### src/rtl/feeder_pkg.sv
package feeder_pkg;
  function automatic logic [7:0] bit_rev8(input logic [7:0] d);
    logic [7:0] r;
    for (int i = 0; i < 8; i++) r[i] = d[7-i];
    return r;
  endfunction
endpackage

### src/rtl/feeder_sync.sv
module feeder_sync #(
  parameter int STAGES = 2
) (
  input  logic clk_i,
  input  logic rst_ni,
  input  logic async_i,
  output logic level_o,
  output logic fall_o
);
  logic [STAGES-1:0] q;
  logic              prev;

  generate
    if (STAGES == 1) begin : g_one
      always_ff @(posedge clk_i or negedge rst_ni)
        if (!rst_ni) q <= '0;
        else         q <= async_i;
    end else begin : g_chain
      always_ff @(posedge clk_i or negedge rst_ni)
        if (!rst_ni) q <= '0;
        else         q <= {q[STAGES-2:0], async_i};
    end
  endgenerate

  always_ff @(posedge clk_i or negedge rst_ni)
    if (!rst_ni) prev <= 1'b0;
    else         prev <= q[STAGES-1];

  assign level_o = q[STAGES-1];
  assign fall_o  = prev & ~q[STAGES-1];
endmodule

### src/rtl/feeder_tick.sv
module feeder_tick #(
  parameter int PERIOD = 1000
) (
  input  logic clk_i,
  input  logic rst_ni,
  output logic tick_o
);
  localparam int CW = (PERIOD > 1) ? $clog2(PERIOD) : 1;
  logic [CW-1:0] cnt;

  assign tick_o = (cnt == CW'(PERIOD - 1));

  always_ff @(posedge clk_i or negedge rst_ni)
    if (!rst_ni)     cnt <= '0;
    else if (tick_o) cnt <= '0;
    else             cnt <= cnt + 1'b1;
endmodule

### src/rtl/feeder_addr.sv
module feeder_addr #(
  parameter int ADDR_W = 24,
  parameter int BLK_W  = 16
) (
  input  logic              clk_i,
  input  logic              rst_ni,
  input  logic              base_we_i,
  input  logic [ADDR_W-1:0] base_i,
  input  logic              fetch_i,
  output logic [ADDR_W-1:0] addr_o,
  output logic              ready_o,
  output logic              irq_o
);
  logic [ADDR_W-1:0] ptr;
  logic              unused_low;

  assign unused_low = ^base_i[BLK_W-1:0];
  assign addr_o     = ptr;

  always_ff @(posedge clk_i or negedge rst_ni)
    if (!rst_ni) begin
      ptr     <= '0;
      ready_o <= 1'b0;
      irq_o   <= 1'b0;
    end else if (base_we_i) begin
      ptr     <= {base_i[ADDR_W-1:BLK_W], {BLK_W{1'b0}}};
      ready_o <= 1'b1;
      irq_o   <= 1'b0;
    end else if (fetch_i) begin
      ptr <= ptr + 1'b1;
      if (&ptr[BLK_W-1:0]) begin // last byte of block
        ready_o <= 1'b0;
        irq_o   <= 1'b1;
      end
    end
endmodule

### src/rtl/feeder_shift.sv
module feeder_shift #(
  parameter int HALF = 125
) (
  input  logic       clk_i,
  input  logic       rst_ni,
  input  logic       load_i,
  input  logic [7:0] data_i,
  output logic       busy_o,
  output logic       sck_o,
  output logic       sdo_o
);
  localparam int CW = (HALF > 1) ? $clog2(HALF) : 1;
  logic [7:0]    sh;
  logic [2:0]    bitn;
  logic [CW-1:0] cnt;

  assign sdo_o = busy_o & sh[0];

  always_ff @(posedge clk_i or negedge rst_ni)
    if (!rst_ni) begin
      sh <= '0; bitn <= '0; cnt <= '0; sck_o <= 1'b0; busy_o <= 1'b0;
    end else if (load_i) begin
      sh <= data_i; bitn <= '0; cnt <= '0; sck_o <= 1'b0; busy_o <= 1'b1;
    end else if (busy_o) begin
      if (cnt == CW'(HALF - 1)) begin
        cnt <= '0;
        if (!sck_o) begin
          sck_o <= 1'b1;
        end else begin
          sck_o <= 1'b0;
          if (bitn == 3'd7) busy_o <= 1'b0;
          else begin
            bitn <= bitn + 1'b1;
            sh   <= sh >> 1;
          end
        end
      end else begin
        cnt <= cnt + 1'b1;
      end
    end
endmodule

### src/rtl/stream_feeder.sv
module stream_feeder #(
  parameter int CLK_HZ  = 250_000_000,
  parameter int BIT_HZ  = 1_000_000,
  parameter int POLL_HZ = 1_000,
  parameter int ADDR_W  = 24,
  parameter int BLK_W   = 16
) (
  input  logic              clk_i,
  input  logic              rst_ni,
  input  logic              demand_i,
  input  logic              base_we_i,
  input  logic [ADDR_W-1:0] base_i,
  output logic              mem_re_o,
  output logic [ADDR_W-1:0] mem_addr_o,
  input  logic [7:0]        mem_data_i,
  output logic              sck_o,
  output logic              sdo_o,
  output logic              irq_o,
  output logic              active_o
);
  import feeder_pkg::*;

  localparam int HALF     = CLK_HZ / (2 * BIT_HZ);
  localparam int POLL_CYC = CLK_HZ / POLL_HZ;

  logic dem_lvl, dem_fall, tick, ready, busy, pend;

  feeder_sync #(.STAGES(2)) u_sync (
    .clk_i, .rst_ni, .async_i(demand_i), .level_o(dem_lvl), .fall_o(dem_fall)
  );

  feeder_tick #(.PERIOD(POLL_CYC)) u_tick (
    .clk_i, .rst_ni, .tick_o(tick)
  );

  feeder_addr #(.ADDR_W(ADDR_W), .BLK_W(BLK_W)) u_addr (
    .clk_i, .rst_ni, .base_we_i, .base_i, .fetch_i(mem_re_o),
    .addr_o(mem_addr_o), .ready_o(ready), .irq_o(irq_o)
  );

  feeder_shift #(.HALF(HALF)) u_shift (
    .clk_i, .rst_ni, .load_i(pend), .data_i(bit_rev8(mem_data_i)),
    .busy_o(busy), .sck_o(sck_o), .sdo_o(sdo_o)
  );

  // fall event beats a coincident poll
  always_ff @(posedge clk_i or negedge rst_ni)
    if (!rst_ni)              active_o <= 1'b0;
    else if (dem_fall)        active_o <= 1'b0;
    else if (tick && dem_lvl) active_o <= 1'b1;

  assign mem_re_o = active_o & ready & ~busy & ~pend;

  always_ff @(posedge clk_i or negedge rst_ni)
    if (!rst_ni) pend <= 1'b0;
    else         pend <= mem_re_o;
endmodule

### config.mk
export PLATFORM = sky130hd
export DESIGN_NAME = stream_feeder
export DESIGN_NICKNAME = d
export VERILOG_FILES = /design/src/rtl/feeder_pkg.sv /design/src/rtl/feeder_sync.sv /design/src/rtl/feeder_tick.sv /design/src/rtl/feeder_addr.sv /design/src/rtl/feeder_shift.sv /design/src/rtl/stream_feeder.sv
export SDC_FILE = /design/constraint.sdc
export NUM_CORES = 1
export LEC_CHECK = 0
export BUFFER_PORTS_ARGS = -buffer_cell sky130_fd_sc_hd__buf_2
export CAP_MARGIN = 20
export CORE_MARGIN = 10
export CORE_UTILIZATION = 55
export DETAILED_ROUTE_END_ITERATION = 10
export HOLD_SLACK_MARGIN = 0.03
export PLACE_DENSITY = 0.84
export SLEW_MARGIN = 10
export SYNTH_ARGS = -nofsm -noshare
export SYNTH_HDL_FRONTEND = slang
export SYNTH_SLANG_ARGS = --single-unit
### constraint.sdc
create_clock -name clk_i -period 3.4 [get_ports clk_i]
set_clock_uncertainty 0.2 [all_clocks]
set_input_delay 0.85 -clock clk_i [delete_from_list [all_inputs] [get_ports clk_i]]
set_output_delay 0.85 -clock clk_i [all_outputs]
set_load 0.02 [all_outputs]
==> key figures, run 1 <==
Clocking
  – CTS Root Cell: clkbuf_8
  – Number of buffers created by CTS: 9
  – Clock tree buffer depth: 2
  – Total setup buffers inserted after CTS: 0
  – H-tree levels: 3
  – Clock sinks: 69
  – Resized Gates After CTS: 0
  – Hold-fix buffers, CTS: 0
  – Clk pin slew, worst setup/hold paths: 0.07 ns
  – Worst-skew pair later-pin latency: 0.34 ns
  – TritonCTS clock tree: done

Timing
  – Fin crit period: 2.77 ns
  – F_max: 361 MHz
  – Endpoints failing hold: 0
  – Max Slew Vio Count: 0
  – WHS: 0.157 ns
  – RSZ-0062 raised after global routing: false
  – Period utilization: 81.4%
  – Worst setup margin: 0.631 ns
  – TNS Setup: 0 ns
  – Slew at the pin closest to its max-slew limit: 0.744 ns
  – Relative slew slack: 50.2%
  – Final setup viols: 0

Worst hold path
  – Worst Min Path Start: u_sync.q[0]$_DFF_PN0_
  – Worst Hold Path Cells: 0
  – Hold endpoint: u_sync.q[1]$_DFF_PN0_
  – Hold crit path type: flop to flop

Setup path
  – Reg2Reg Capture Point: u_addr.addr_o[13]$_DFFE_PN0P_
  – Worst reg2reg startpoint: u_addr.addr_o[4]$_DFFE_PN0P_
  – Crit path capture type: output pin
  – CP Launch Point: u_shift.busy_o$_DFF_PN0_
  – Startpoint Class: flop
  – Crit-path max FO: 9
  – Worst R2R Path Depth: 4
  – R2R Setup Slk: 1.00 ns
  – Critical path class: flop to output pin
  – Arrival @ worst endpoint: 1.72 ns
  – CP required: 2.35 ns

Logic synthesis
  – Area share of the largest cell type after synthesis: 50.5%
  – Synth Cell Area: 0.00342 sq mm
  – Seq cells post-synth: 69
  – Yosys cell types: 47
  – Synth Net Count: 391
  – Syn_area_per_cell: 9.80 sq um
  – Mapped Cells: 349
  – Synth top area cells: dfrtp_1 (50%), nor2_1 (3.7%), nand2_1 (3.3%)
  – Total number of yosys warnings: 0
  – Dominant synthesized flop cell: dfrtp_1
  – Async set or reset register ratio after synthesis: 100%
  – Post-synth EDFFs: 0
  – Sequential area share after synthesis: 50.5%
  – Yosys top cell by area: dfrtp_1

Route
  – Drt drc: 0
  – Vias: 2807
  – DRT iter0 DRCs: 146
  – DRT antenna net count: 0
  – Routed WL: 7260 microns
  – WL per Instance: 15.2 microns
  – Vias per Instance: 5.88
  – Drt pass-1 iters: 4

Power and ir drop
  – Switching part of the total: 23.2%
  – NetSw: 365 uW
  – Seq pwr share: 53.4%
  – Leak Pwr: 1.79 nW
  – Max IR drop VDD: 0.000231 V
  – Combinational group share of total power: 4.6%
  – P_int: 1.21 mW
  – Pwr/cell area: 401 mW/mm^2
  – Clock network fraction of design power: 42.0%

Place
  – Routability Congestion: 0.889
  – Pre-CTS WS: 0.995 ns
  – Dpl cells: 461
  – DP HPWL: 5110 microns
  – Port Buffers: 48
  – Cell Area, Placed: 0.00374 sq mm

Floorplan
  – Num ports: 65
  – Row count: 28
  – Initial cell density of the core: 57.1%
  – Die height: 98.9 microns
  – Die area: 0.00977 sq mm
  – Core area: 0.00599 sq mm
  – Die width: 98.9 microns

Layout
  – Inserted Diodes: 0
  – Layout cell share with drive strength beyond 1: 18.7%
  – Final net count: 439
  – Filler cell count: 468
  – Commonest cells after routing, fill and taps aside: dfrtp_1 (69), buf_2 (48), nor2_1 (34)
  – Final cell area excluding filler cells: 0.00394 sq mm
  – FF+latch area: 0.00173 sq mm
  – Commonest non-fill, non-tap cell in the layout: dfrtp_1
  – Area occupied by multi-input gates: 0.00159 sq mm
  – Finished Layout Cells: 477
  – Synthesis-to-layout area growth: 15.1%

Global route
  – First-pass GRT wire length: 12600 microns
  – GRT Resource Usage Total: 15.1%
  – Grt ovf: 0
  – Vias in the first global route: 2765
  – Largest net degree at the start of global routing: 43
  – Initial antenna violation count: 0

Run
  – Reported max-cap violation count: 0

Status
  – Status: completed
[cell usage after synthesis (11+ instances only)]
| cell type | count |
|---|---|
| a21oi_1 | 17 |
| clkbuf_1 | 11 |
| dfrtp_1 | 69 |
| inv_1 | 12 |
| mux2i_1 | 11 |
| nand2_1 | 30 |
| nand3_1 | 18 |
| nor2_1 | 34 |
| o21ai_0 | 16 |
| o31ai_1 | 11 |
| or4_1 | 11 |
| xor2_1 | 12 |
[flip-flops by register name, indices dropped and copies added, names as in the netlist]
register,cells
u_shift.busy_o,1
u_shift.sck_o,1
active_o,1
u_addr.irq_o,1
pend,1
u_addr.ready_o,1
u_addr.addr_o,24
u_tick.cnt,18
u_shift.bitn,3
u_shift.cnt,7
u_shift.sh,8
u_sync.prev,1
u_sync.q,2
[worst max path at each step]
stage	endpoint	slack [ns]	cells past startpoint
after global placement	mem_re_o	1.05	3
after CTS	mem_re_o	0.63	3
after detailed placement	u_addr.addr_o[13]$_DFFE_PN0P_	1.0	4
after floorplan	u_addr.addr_o[21]$_DFFE_PN0P_	1.29	4
final	mem_re_o	0.63	3
after global routing	mem_re_o	0.49	3
[per-layer routing]
layer	track usage, %	up-vias	routed length (microns)
li1	-	1365	-
met1	18.1	1363	3120
met2	24.8	71	3640
met3	4.26	8	414
met4	6.39	0	87
met5	0	-	0
[stage by stage]
step                      total power, mW  utilization, %
after floorplan                     0.888               -
after global placement              0.932            62.4
after detailed placement            0.934            62.4
after CTS                            1.59            65.7
after global routing                 1.64            65.7
final                                1.58            65.7
[cells by family (layout without fill, tap and decap cells)]
| group | Yosys count | after routing | synth area share (%) |
|---|---|---|---|
| compound gates | 63 | 63 | 11.5 |
| xor+xnor | 22 | 22 | 5.63 |
| fa+ha+maj | 6 | 6 | 2.20 |
| buf+inv | 27 | 80 | 3.07 |
| flops | 69 | 69 | 50.5 |
| mux | 11 | 11 | 3.22 |
| simple gates | 151 | 151 | 23.9 |
[critical path, cell delays in order (launching register included)]
cell       delay (ns)
dfrtp_1          0.39
nand4bb_1        0.47
inv_1            0.31
buf_2            0.21
[cell type report]
| class | count | share of cell area (%) |
|---|---|---|
| sequential | 69 | 43.9 |
| multi-input combinational | 253 | 40.3 |
| timing repair buffer | 52 | 7.18 |
| clock buffer | 10 | 3.50 |
| tap | 75 | 2.38 |
| clock inverter | 6 | 1.59 |
| inverter | 12 | 1.14 |
[power groups by stage]
stage	sequential, mW	combinational (mW)	clock, mW
global route	0.844	0.0816	0.714
CTS	0.843	0.0752	0.676
global placement	0.858	0.0737	0
detailed placement	0.859	0.0749	0
floorplan	0.867	0.0210	0
finish	0.843	0.0725	0.663
No activity file was read; power rests on OpenSTA's default activity.
==> inputs of run 2 (changes only) <==
--- a/config.mk
+++ b/config.mk
@@ -8,10 +8,10 @@
 export BUFFER_PORTS_ARGS = -buffer_cell sky130_fd_sc_hd__buf_2
 export CAP_MARGIN = 20
 export CORE_MARGIN = 10
-export CORE_UTILIZATION = 55
+export CORE_UTILIZATION = 50
 export DETAILED_ROUTE_END_ITERATION = 10
 export HOLD_SLACK_MARGIN = 0.03
-export PLACE_DENSITY = 0.84
+export PLACE_DENSITY = 0.81
 export SLEW_MARGIN = 10
 export SYNTH_ARGS = -nofsm -noshare
 export SYNTH_HDL_FRONTEND = slang
==> constraint.sdc (replaced) <==
create_clock -name clk_i -period 2.5 [get_ports clk_i]
set_clock_uncertainty 0.2 [all_clocks]
set_input_delay 0.625 -clock clk_i [delete_from_list [all_inputs] [get_ports clk_i]]
set_output_delay 0.625 -clock clk_i [all_outputs]
set_load 0.02 [all_outputs]
==> key figures, run 2 (same netlist as run 1, synthesis figures left out) <==
Status
  – Status: completed

Route
  – DRT antenna net count: 0 (unchanged)
  – Vias: 2821 (+0.50%)
  – Routed WL: 7340 microns (+1.1%)
  – WL per Instance: 15.1 microns (-0.96%)
  – DRT iter0 DRCs: 155 (+6.2%)
  – Drt drc: 0 (unchanged)
  – Vias per Instance: 5.79 (-1.6%)
  – Drt pass-1 iters: 4 (unchanged)

Layout
  – Area occupied by multi-input gates: 0.00159 sq mm (unchanged)
  – Filler cell count: 565 (+21%)
  – Final net count: 444 (+1.1%)
  – FF+latch area: 0.00173 sq mm (unchanged)
  – Layout cell share with drive strength beyond 1: 19.7% (+1.0 points)
  – Max reg flops: 24 (unchanged)
  – Synthesis-to-layout area growth: 17.5%
  – Inserted Diodes: 0 (unchanged)
  – Commonest cells after routing, fill and taps aside: dfrtp_1 (69), buf_2 (48), nor2_1 (34)
  – Commonest non-fill, non-tap cell in the layout: dfrtp_1

Setup path
  – CP cell instances: nand4bb_1 > buf_4 > inv_1 > buf_2
  – Crit-path max FO: 7 (-2)
  – Crit path capture type: output pin
  – Crit path max-delay family: buffers and inverters
  – Max stage delay on crit path: 0.39 ns (-0.08 ns)
  – CP Launch Point: u_shift.busy_o$_DFF_PN0_
  – Worst reg2reg startpoint: u_tick.cnt[13]$_DFF_PN0_
  – Startpoint Class: flop
  – Critical path class: flop to output pin
  – Arrival @ worst endpoint: 1.55 ns (-0.17 ns)
  – CP required: 1.67 ns (-0.68 ns)
  – CP Buf/Inv Count: 3 (+1)
  – Slowest cell on crit path: dfrtp_1

Global route
  – Grt ovf: 0 (unchanged)
  – GRT Resource Usage Total: 14.4% (-0.75 points)
  – First-pass GRT wire length: 12300 microns (-2.4%)
  – Initial antenna violation count: 0 (unchanged)
  – Largest net degree at the start of global routing: 29 (-33%)
  – Vias in the first global route: 2771 (+0.22%)

Timing
  – Period utilization: 95.0%
  – RSZ-0062 raised after global routing: false
  – Fin crit period: 2.37 ns
  – F_max: 421 MHz
  – Max Slew Vio Count: 0 (unchanged)
  – Relative slew slack: 64.0% (+14 points)
  – Worst setup margin: 0.126 ns (-0.505 ns)
  – Slew at the pin closest to its max-slew limit: 0.540 ns (-0.204 ns)
  – TNS Setup: 0 ns (unchanged)
  – Final setup viols: 0 (unchanged)
  – Endpoints failing hold: 0 (unchanged)

Floorplan
  – Die width: 103 microns (+3.9%)
  – Num ports: 65 (unchanged)
  – Initial cell density of the core: 50.9% (-6.2 points)
  – Die height: 103 microns (+3.9%)
  – Row count: 30 (+7.1%)
  – Core area: 0.00672 sq mm (+12%)
  – Die area: 0.0105 sq mm (+7.9%)

Clocking
  – CTS Root Cell: clkbuf_8
  – Total setup buffers inserted after CTS: 0 (unchanged)
  – TritonCTS clock tree: done
  – Worst-skew pair later-pin latency: 0.35 ns (about the same)
  – H-tree levels: 3 (unchanged)
  – Clk pin slew, worst setup/hold paths: 0.08 ns (about the same)
  – Clock sinks: 69 (unchanged)
  – Hold-fix buffers, CTS: 0 (unchanged)
  – Number of buffers created by CTS: 9 (unchanged)
  – Resized Gates After CTS: 0 (unchanged)
  – Clock tree buffer depth: 2 (unchanged)

Run
  – Reported max-cap violation count: 0 (unchanged)

Place
  – DP HPWL: 5190 microns (+1.7%)
  – Pre-CTS WS: 0.388 ns (-0.607 ns)
  – Routability Congestion: 0.845 (-4.9%)
  – Port Buffers: 48 (unchanged)

Worst hold path
  – Hold crit path type: input port to asynchronous set/reset pin

Power and ir drop
  – Max IR drop VDD: 0.000488 V (+110%)
  – Pwr/cell area: 563 mW/mm^2 (+40%)
  – Leak Pwr: 1.83 nW (+2.5%)
  – Total power: 2.26 mW (+43%)
[run 2: per-layer routing]
| metal | share of wire, % | track usage [%] |
|---|---|---|
| met5 | 0 | 0 |
| met4 | 1.6 | 5.75 |
| met3 | 5.3 | 4.83 |
| met2 | 50 | 23.5 |
| met1 | 44 | 17.0 |
[run 2: final cells by class]
| class | count | share of cell area, % |
|---|---|---|
| clock inverters | 6 | 2.15 |
| inverters | 12 | 1.12 |
| repair buffers | 57 | 8.29 |
| multi-input cells | 253 | 39.5 |
| clock buffers | 10 | 3.43 |
| well taps | 80 | 2.49 |
| flip-flops and latches | 69 | 43.0 |
[run 2: final timing paths]
| path | slack [ns] | cells past startpoint | to |
|---|---|---|---|
| min in group clk_i | 0.15 | 0 | u_sync.q[1]$_DFF_PN0_ |
| setup / recovery | 0.13 | 4 | mem_re_o |
| max in group asynchronous | 1.51 | 2 | u_addr.addr_o[11]$_DFFE_PN0P_ |
| hold reg to reg | 0.15 | 0 | u_sync.q[1]$_DFF_PN0_ |
| hold / removal | 0.05 | 1 | u_shift.sh[7]$_DFFE_PN0P_ |
| setup reg to reg | 0.37 | 4 | u_tick.cnt[14]$_DFF_PN0_ |
[run 2: worst reg2reg max path: stages (launching register included)]
cell	delay, ns
dfrtp_1	0.41
or3b_2	0.48
or3_1	0.40
nor2_1	0.39
nor2_1	0.11
[run 2: through the flow]
step | std cells | area [sq um] | utilization, % | hold WS, ns
6_report | 487 | 4020 | 59.8 | 0.0507
5_1_grt | 487 | 4020 | 59.8 | 0.0796
4_1_cts | 487 | 4020 | 59.8 | 0.0691
3_5_place_dp | 471 | 3790 | 56.4 | 0.136
3_3_place_gp | 471 | 3790 | 56.4 | 0.141
2_1_floorplan | 349 | 3420 | - | 0.129
[run 2: power breakdown]
group | leakage (nW) | internal (mW) | switching, mW
clock | 0.112 | 0.586 | 0.426
sequential | 0.879 | 1.13 | 0.0163
combinational | 0.842 | 0.0389 | 0.0641
total | 1.83 | 1.75 | 0.506
